## src/rtl/clkroot_pkg.sv

```systemverilog
package clkroot_pkg;
  // Word offsets inside the configuration group, relative to GRP_OFS
  localparam int OFS_CFG = 4;
  localparam int OFS_M   = 8;
  localparam int OFS_N   = 12;
  localparam int OFS_D   = 16;
  // Command word bit positions
  localparam int CMD_UPD_BIT  = 0;
  localparam int CMD_OFF_BIT  = 31;

  typedef enum logic [2:0] {
    SEL_NONE,
    SEL_CMD,
    SEL_CFG,
    SEL_M,
    SEL_N,
    SEL_D
  } reg_sel_e;
endpackage

```

## src/rtl/clkroot_upd_seq.sv

```systemverilog
module clkroot_upd_seq (
  input  logic clk,
  input  logic rst_n,
  input  logic set_req,
  output logic pending,
  output logic load
);
  logic pend_q, stage_q;

  assign pending = pend_q;
  assign load    = stage_q;

  always_ff @(posedge clk) begin
    if (!rst_n) begin
      pend_q  <= 1'b0;
      stage_q <= 1'b0;
    end else begin
      pend_q  <= set_req | (pend_q & ~stage_q);
      stage_q <= pend_q & ~stage_q;
    end
  end

  // a load only ever happens for a pending request
  p_load_pending_r5: assert property (@(posedge clk) disable iff (!rst_n)
    load |-> pending);
  // one load per request
  p_single_load_r5: assert property (@(posedge clk) disable iff (!rst_n)
    load |=> !load);
  // the flag clears on the load edge unless re-armed
  p_clear_r5: assert property (@(posedge clk) disable iff (!rst_n)
    (load && !set_req) |=> !pending);
  // a pending request is held until its load
  p_hold_r4: assert property (@(posedge clk) disable iff (!rst_n)
    (pending && !load) |=> pending);
  // a set always arms the flag
  p_set_r10: assert property (@(posedge clk) disable iff (!rst_n)
    set_req |=> pending);
endmodule

```

## src/rtl/clkroot_shadow.sv

```systemverilog
module clkroot_shadow
  import clkroot_pkg::*;
#(
  parameter int ADDR_W     = 8,
  parameter int GRP_OFS    = 32,
  parameter int HID_W      = 5,
  parameter int DIV_SHIFT  = 0,
  parameter int SRC_W      = 3,
  parameter int SRC_SHIFT  = 8,
  parameter int MODE_SHIFT = 12,
  parameter int HW_BIT     = 20,
  parameter int MND_W      = 8
) (
  input  logic              clk,
  input  logic              rst_n,
  input  logic [ADDR_W-1:0] reg_addr,
  input  logic              reg_wr,
  input  logic [31:0]       reg_wdata,
  output logic [31:0]       reg_rdata,
  input  logic              root_en,
  input  logic              pending,
  output logic              set_req,
  output logic [SRC_W-1:0]  sh_src,
  output logic [HID_W-1:0]  sh_div,
  output logic [1:0]        sh_mode,
  output logic              sh_hw,
  output logic [MND_W-1:0]  sh_m,
  output logic [MND_W-1:0]  sh_n,
  output logic [MND_W-1:0]  sh_d
);
  localparam int NCNT = 3;

  reg_sel_e    sel;
  logic [31:0] cnt_q [NCNT];
  logic [NCNT-1:0] cnt_hit;

  always_comb begin
    sel = SEL_NONE;
    if (reg_addr == ADDR_W'(0))                 sel = SEL_CMD;
    else if (reg_addr == ADDR_W'(GRP_OFS + OFS_CFG)) sel = SEL_CFG;
    else if (reg_addr == ADDR_W'(GRP_OFS + OFS_M))   sel = SEL_M;
    else if (reg_addr == ADDR_W'(GRP_OFS + OFS_N))   sel = SEL_N;
    else if (reg_addr == ADDR_W'(GRP_OFS + OFS_D))   sel = SEL_D;
  end

  assign set_req = reg_wr && (sel == SEL_CMD) && reg_wdata[CMD_UPD_BIT];

  always_ff @(posedge clk) begin
    if (!rst_n) begin
      sh_src  <= '0;
      sh_div  <= '0;
      sh_mode <= '0;
      sh_hw   <= 1'b0;
    end else if (reg_wr && sel == SEL_CFG) begin
      sh_src  <= reg_wdata[SRC_SHIFT +: SRC_W];
      sh_div  <= reg_wdata[DIV_SHIFT +: HID_W];
      sh_mode <= reg_wdata[MODE_SHIFT +: 2];
      sh_hw   <= reg_wdata[HW_BIT];
    end
  end

  assign cnt_hit[0] = reg_wr && (sel == SEL_M);
  assign cnt_hit[1] = reg_wr && (sel == SEL_N);
  assign cnt_hit[2] = reg_wr && (sel == SEL_D);

  for (genvar g = 0; g < NCNT; g++) begin : g_cnt
    always_ff @(posedge clk) begin
      if (!rst_n)          cnt_q[g] <= '0;
      else if (cnt_hit[g]) cnt_q[g] <= reg_wdata;
    end
  end

  assign sh_m = cnt_q[0][MND_W-1:0];
  assign sh_n = cnt_q[1][MND_W-1:0];
  assign sh_d = cnt_q[2][MND_W-1:0];

  always_comb begin
    reg_rdata = '0;
    case (sel)
      SEL_CMD: begin
        reg_rdata[CMD_UPD_BIT] = pending;
        reg_rdata[CMD_OFF_BIT] = ~root_en;
      end
      SEL_CFG: begin
        reg_rdata[SRC_SHIFT +: SRC_W]  = sh_src;
        reg_rdata[DIV_SHIFT +: HID_W]  = sh_div;
        reg_rdata[MODE_SHIFT +: 2]     = sh_mode;
        reg_rdata[HW_BIT]              = sh_hw;
      end
      SEL_M:   reg_rdata = cnt_q[0];
      SEL_N:   reg_rdata = cnt_q[1];
      SEL_D:   reg_rdata = cnt_q[2];
      default: reg_rdata = '0;
    endcase
  end

  // a counter word reads back what was last written to it
  p_cnt_keep_r3: assert property (@(posedge clk) disable iff (!rst_n)
    (reg_wr && sel == SEL_M) |=> cnt_q[0] == $past(reg_wdata));
endmodule

```

## src/rtl/clkroot_active.sv

```systemverilog
module clkroot_active #(
  parameter int HID_W = 5,
  parameter int SRC_W = 3,
  parameter int MND_W = 8
) (
  input  logic             clk,
  input  logic             rst_n,
  input  logic             load,
  input  logic [SRC_W-1:0] sh_src,
  input  logic [HID_W-1:0] sh_div,
  input  logic [1:0]       sh_mode,
  input  logic             sh_hw,
  input  logic [MND_W-1:0] sh_m,
  input  logic [MND_W-1:0] sh_n,
  input  logic [MND_W-1:0] sh_d,
  output logic [SRC_W-1:0] act_src,
  output logic [HID_W-1:0] act_div,
  output logic [1:0]       act_mode,
  output logic             act_hw,
  output logic [MND_W-1:0] act_m,
  output logic [MND_W-1:0] act_n,
  output logic [MND_W-1:0] act_d
);
  always_ff @(posedge clk) begin
    if (!rst_n) begin
      act_src  <= '0;
      act_div  <= '0;
      act_mode <= '0;
      act_hw   <= 1'b0;
      act_m    <= '0;
      act_n    <= '0;
      act_d    <= '0;
    end else if (load) begin
      act_src  <= sh_src;
      act_div  <= sh_div;
      act_mode <= sh_mode;
      act_hw   <= sh_hw;
      act_m    <= sh_m;
      act_n    <= sh_n;
      act_d    <= sh_d;
    end
  end

  // the load takes the shadow values present before the edge
  p_capture_r7: assert property (@(posedge clk) disable iff (!rst_n)
    load |=> (act_m == $past(sh_m)) && (act_src == $past(sh_src)));
endmodule

```

## src/rtl/clkroot_ctrl.sv

```systemverilog
module clkroot_ctrl #(
  parameter int ADDR_W     = 8,
  parameter int GRP_OFS    = 32,
  parameter int HID_W      = 5,
  parameter int DIV_SHIFT  = 0,
  parameter int SRC_W      = 3,
  parameter int SRC_SHIFT  = 8,
  parameter int MODE_SHIFT = 12,
  parameter int HW_BIT     = 20,
  parameter int MND_W      = 8
) (
  input  logic              clk,
  input  logic              rst_n,
  input  logic [ADDR_W-1:0] reg_addr,
  input  logic              reg_wr,
  input  logic [31:0]       reg_wdata,
  output logic [31:0]       reg_rdata,
  input  logic              root_en,
  output logic [SRC_W-1:0]  act_src_sel,
  output logic [HID_W-1:0]  act_pre_div,
  output logic [1:0]        act_mode,
  output logic              act_hw_ctrl,
  output logic [MND_W-1:0]  act_m,
  output logic [MND_W-1:0]  act_n,
  output logic [MND_W-1:0]  act_d
);
  logic             set_req, pending, load;
  logic [SRC_W-1:0] sh_src;
  logic [HID_W-1:0] sh_div;
  logic [1:0]       sh_mode;
  logic             sh_hw;
  logic [MND_W-1:0] sh_m, sh_n, sh_d;

  clkroot_shadow #(
    .ADDR_W(ADDR_W), .GRP_OFS(GRP_OFS), .HID_W(HID_W), .DIV_SHIFT(DIV_SHIFT),
    .SRC_W(SRC_W), .SRC_SHIFT(SRC_SHIFT), .MODE_SHIFT(MODE_SHIFT),
    .HW_BIT(HW_BIT), .MND_W(MND_W)
  ) u_shadow (
    .clk(clk), .rst_n(rst_n), .reg_addr(reg_addr), .reg_wr(reg_wr),
    .reg_wdata(reg_wdata), .reg_rdata(reg_rdata), .root_en(root_en),
    .pending(pending), .set_req(set_req), .sh_src(sh_src), .sh_div(sh_div),
    .sh_mode(sh_mode), .sh_hw(sh_hw), .sh_m(sh_m), .sh_n(sh_n), .sh_d(sh_d)
  );

  clkroot_upd_seq u_seq (
    .clk(clk), .rst_n(rst_n), .set_req(set_req), .pending(pending), .load(load)
  );

  clkroot_active #(.HID_W(HID_W), .SRC_W(SRC_W), .MND_W(MND_W)) u_active (
    .clk(clk), .rst_n(rst_n), .load(load),
    .sh_src(sh_src), .sh_div(sh_div), .sh_mode(sh_mode), .sh_hw(sh_hw),
    .sh_m(sh_m), .sh_n(sh_n), .sh_d(sh_d),
    .act_src(act_src_sel), .act_div(act_pre_div), .act_mode(act_mode),
    .act_hw(act_hw_ctrl), .act_m(act_m), .act_n(act_n), .act_d(act_d)
  );

  // active outputs move only on a load
  p_active_hold_r6: assert property (@(posedge clk) disable iff (!rst_n)
    !load |=> $stable({act_src_sel, act_pre_div, act_mode, act_hw_ctrl,
                       act_m, act_n, act_d}));
  // the off flag mirrors the enable input
  p_root_off_r8: assert property (@(posedge clk) disable iff (!rst_n)
    (reg_addr == '0) |-> (reg_rdata[31] == !root_en));
endmodule

```

## config.mk

```make
export PLATFORM = sky130hd
export DESIGN_NAME = clkroot_ctrl
export DESIGN_NICKNAME = d
export VERILOG_FILES = /design/src/rtl/clkroot_pkg.sv /design/src/rtl/clkroot_upd_seq.sv /design/src/rtl/clkroot_shadow.sv /design/src/rtl/clkroot_active.sv /design/src/rtl/clkroot_ctrl.sv
export SDC_FILE = /design/constraint.sdc
export NUM_CORES = 1
export LEC_CHECK = 0
export ABC_AREA = 1
export BUFFER_PORTS_ARGS = -buffer_cell sky130_fd_sc_hd__clkbuf_2
export CELL_PAD_IN_SITES_DETAIL_PLACEMENT = 1
export CELL_PAD_IN_SITES_GLOBAL_PLACEMENT = 1
export CORE_UTILIZATION = 44
export CTS_BUF_LIST = sky130_fd_sc_hd__clkbuf_4 sky130_fd_sc_hd__clkbuf_8
export CTS_CLUSTER_SIZE = 20
export DETAILED_ROUTE_END_ITERATION = 8
export MAX_ROUTING_LAYER = met4
export PLACE_DENSITY_LB_ADDON = 0.1
export RECOVER_POWER = 50
export SYNTH_ARGS = -nofsm -noshare
export SYNTH_HDL_FRONTEND = slang
export SYNTH_SLANG_ARGS = --single-unit
```

## constraint.sdc

```tcl
create_clock -name clk -period 5.1 [get_ports clk]
set_clock_uncertainty 0.15 [all_clocks]
set_input_delay 0.51 -clock clk [delete_from_list [all_inputs] [get_ports clk]]
set_output_delay 0.51 -clock clk [all_outputs]
set_load 0.01 [all_outputs]
```

==> impl_results.md <==
* # DRC at 0
* Number of synthesized flops with an enable pin at 96
* Layout Cells excl Fill at 937
* Routed Antenna Nets at 0
* Post-synthesis xor/xnor area fraction at 0%
* Gr usage total at 24.6%
* Cell Int Power at 1.76 mW
* P per Cell Area at 319 mW/mm2
* Placed cells at 905
* Compound-gate portion of the synthesized area at 4.13%
* CTS tree: yes
* Max Clk Rate at 255 MHz
* Cells after Synth at 652
* CTS Hold Bufs at 0
* RSZ-0062 raised after global routing: no
* Port Buffers at 110
* Hold WS at 0.154 ns
* Synth Area in Adders at 0%
* Vias per std cell at 5.13
* Logic gate share of total power at 3.7%
* Die Span Y at 119 um
* Sequential share of the synthesized area at 63.4%
* Synth Flop Type: edfxtp_1
* Largest net degree at the start of global routing at 55
* H-tree depth at 4
* Final setup vio count at 0
* Final setup TNS at 0 ns
* Pleak at 2.99 nW
* Final critical-path required period at 3.93 ns
* Clock tree sinks at 144
* Worst-Margin Slew at 2.62 ns
* Share of cells above drive strength 1 at 18.1%
* CP Capture Type: register
* DR vias at 4808
* N_diodes at 0
* Detailed Routing Iterations Pass 1 at 5
* Clock root cell: clkbuf_8
* Async S/R FF share, synth at 0%
* Mean Syn Cell Area at 9.30 um2
* Wire length per cell at 17.2 um
* VDD IR max at 0.195 mV
* Sequential power share at 57.8%
* Congestion Overflow GR at 0
* Number of CTS-inserted buffers at 17
* Cell Area, Synth at 0.00607 mm2
* Core ar. at 0.0133 mm2
* Number of global-route vias before repair at 4957
* Sw Ratio at 21.8%
* Most common cell after layout, fill and taps aside: nor2_1
* Synth warnings at 0
* Layout area overhead at 16.1%
* Final slew viol count at 55
* Initial antenna violation count at 0
* Nets at 792
* Worst Path Required at 5.26 ns
* I/O pins at 111
* Mux cell area share after synthesis at 0%
* CP arrival at 4.09 ns
* Site row count at 42
* Dpl hpwl at 10300 um
* Initial Util at 45.4%
* Sw Pwr at 488 uW
* Post-Synth Simple-Gate Area at 25.8%
* CTS resizes at 0
* Post-synthesis register bit count at 144
* # Post-CTS Setup Buffers at 0
* Slew headroom at -74.8%
* Outcome: finished with violations
* Hold Path Class: in2reg
* First-pass GRT wire length at 25700 um
* Hold Fails Final Rpt at 0
* CTS clk-pin slew, worst paths at 0.08 ns
* Total nets after synthesis at 696
* Class of the most critical setup path: in2reg
* Total Routed Length at 16100 um
* Detailed Route Iter0 Violations at 257
* Die ar. at 0.0143 mm2
* Max Cap Viol at 1
* Clk buf depth at 2
* Clock power share at 38.4%
* Largest family of logic cells by synthesized area: simple AND/OR/NAND/NOR gates
* Peak fanout along the critical path at 54
* CP startpoint kind: primary input
* Failing checks: max-capacitance violations, max-slew violations
* Chip Width at 119 um
* Cell variety after synth at 21
* GPL Wtd Cong at 0.751
* Final period util at 77.0%
* Worst skew pair latency at 0.46 ns
* Most frequent cells in the layout: nor2_1, nand2_1, edfxtp_1, clkbuf_2, nand3_1
[layout make-up]
class / instances / area [um2]
timing repair buffer: 114 / 524
clock inverter: 7 / 58.8
multi-input combinational: 412 / 1850
fill: 1603 / 6310
sequential: 144 / 3840
clock buffer: 25 / 319
inverter: 59 / 223
tap: 176 / 220
[Yosys cell counts (3+ instances only)]
cell / n / area (um2)
a21oi_1: 11 / 55.1
nand3_1: 65 / 325
nor3_1: 4 / 20.0
edfxtp_1: 96 / 2880
nand4_1: 11 / 68.8
nand2_1: 104 / 390
buf_2: 16 / 80.1
buf_1: 4 / 15.0
dfxtp_1: 48 / 961
o21ai_0: 39 / 195
nor2_1: 150 / 563
buf_6: 3 / 33.8
clkbuf_1: 14 / 52.6
inv_1: 54 / 203
inv_2: 4 / 15.0
nor2_2: 23 / 144
[worst max-delay path: stages]
cell      delay (ns)
clkbuf_1        1.82
nand3_1         1.08
buf_4           0.52
nor2_1          0.12
[stage by stage]
| stage | utilization [%] | setup WS, ns | cell area (um2) | power [mW] |
|---|---|---|---|---|
| after floorplan | - | 1.28 | 6070 | 1.36 |
| after global placement | 50.3 | 1.70 | 6720 | 1.40 |
| after detailed placement | 50.3 | 1.61 | 6720 | 1.41 |
| after CTS | 53.2 | 1.97 | 7100 | 2.26 |
| after global routing | 52.7 | 0.929 | 7040 | 2.31 |
| final | 52.7 | 1.17 | 7040 | 2.24 |
[power groups by stage]
stage / Combinational [mW] / Sequential, mW / Clock, mW
2_1_floorplan: 0.0427 / 1.32 / 0
3_3_place_gp: 0.0832 / 1.32 / 0
5_1_grt: 0.0928 / 1.30 / 0.921
4_1_cts: 0.0862 / 1.30 / 0.876
3_5_place_dp: 0.0855 / 1.32 / 0
6_report: 0.0838 / 1.30 / 0.863
[kinds of logic after synthesis]
logic type / Yosys count
simple gates: 362
flops: 144
buf+inv: 96
compound gates: 50
[worst paths after layout]
kind                      startpoint                     to  slack (ns)  cells past startpoint
setup / recovery               rst_n  u_shadow.cnt_q[2][18]        1.17                      4
hold / removal         reg_wdata[13]    u_shadow.sh_mode[1]        0.15                      3
setup reg to reg          u_seq.load      u_active.act_n[0]        3.18                      4
hold reg to reg   u_shadow.sh_div[0]    u_active.act_div[0]        0.34                      2
[flip-flops by register name, summed over array words and instances, names as in the netlist, 2 cells and up]
| signal | cells |
|---|---|
| u_shadow.sh_mode | 2 |
| u_shadow.cnt_q | 96 |
| u_active.act_div | 5 |
| u_active.act_m | 8 |
| u_shadow.sh_div | 5 |
| u_active.act_n | 8 |
| u_active.act_src | 3 |
| u_active.act_mode | 2 |
| u_shadow.sh_src | 3 |
| u_active.act_d | 8 |
[per-layer routing]
layer | vias to the layer above | track usage (%) | share of wire (%)
met5 | - | - | 0
met4 | 0 | 8.67 | 1.6
met3 | 21 | 4.50 | 4.0
met2 | 111 | 41.6 | 51
met1 | 2362 | 29.6 | 43
li1 | 2314 | - | -
Power figures use the tool's default switching activity.
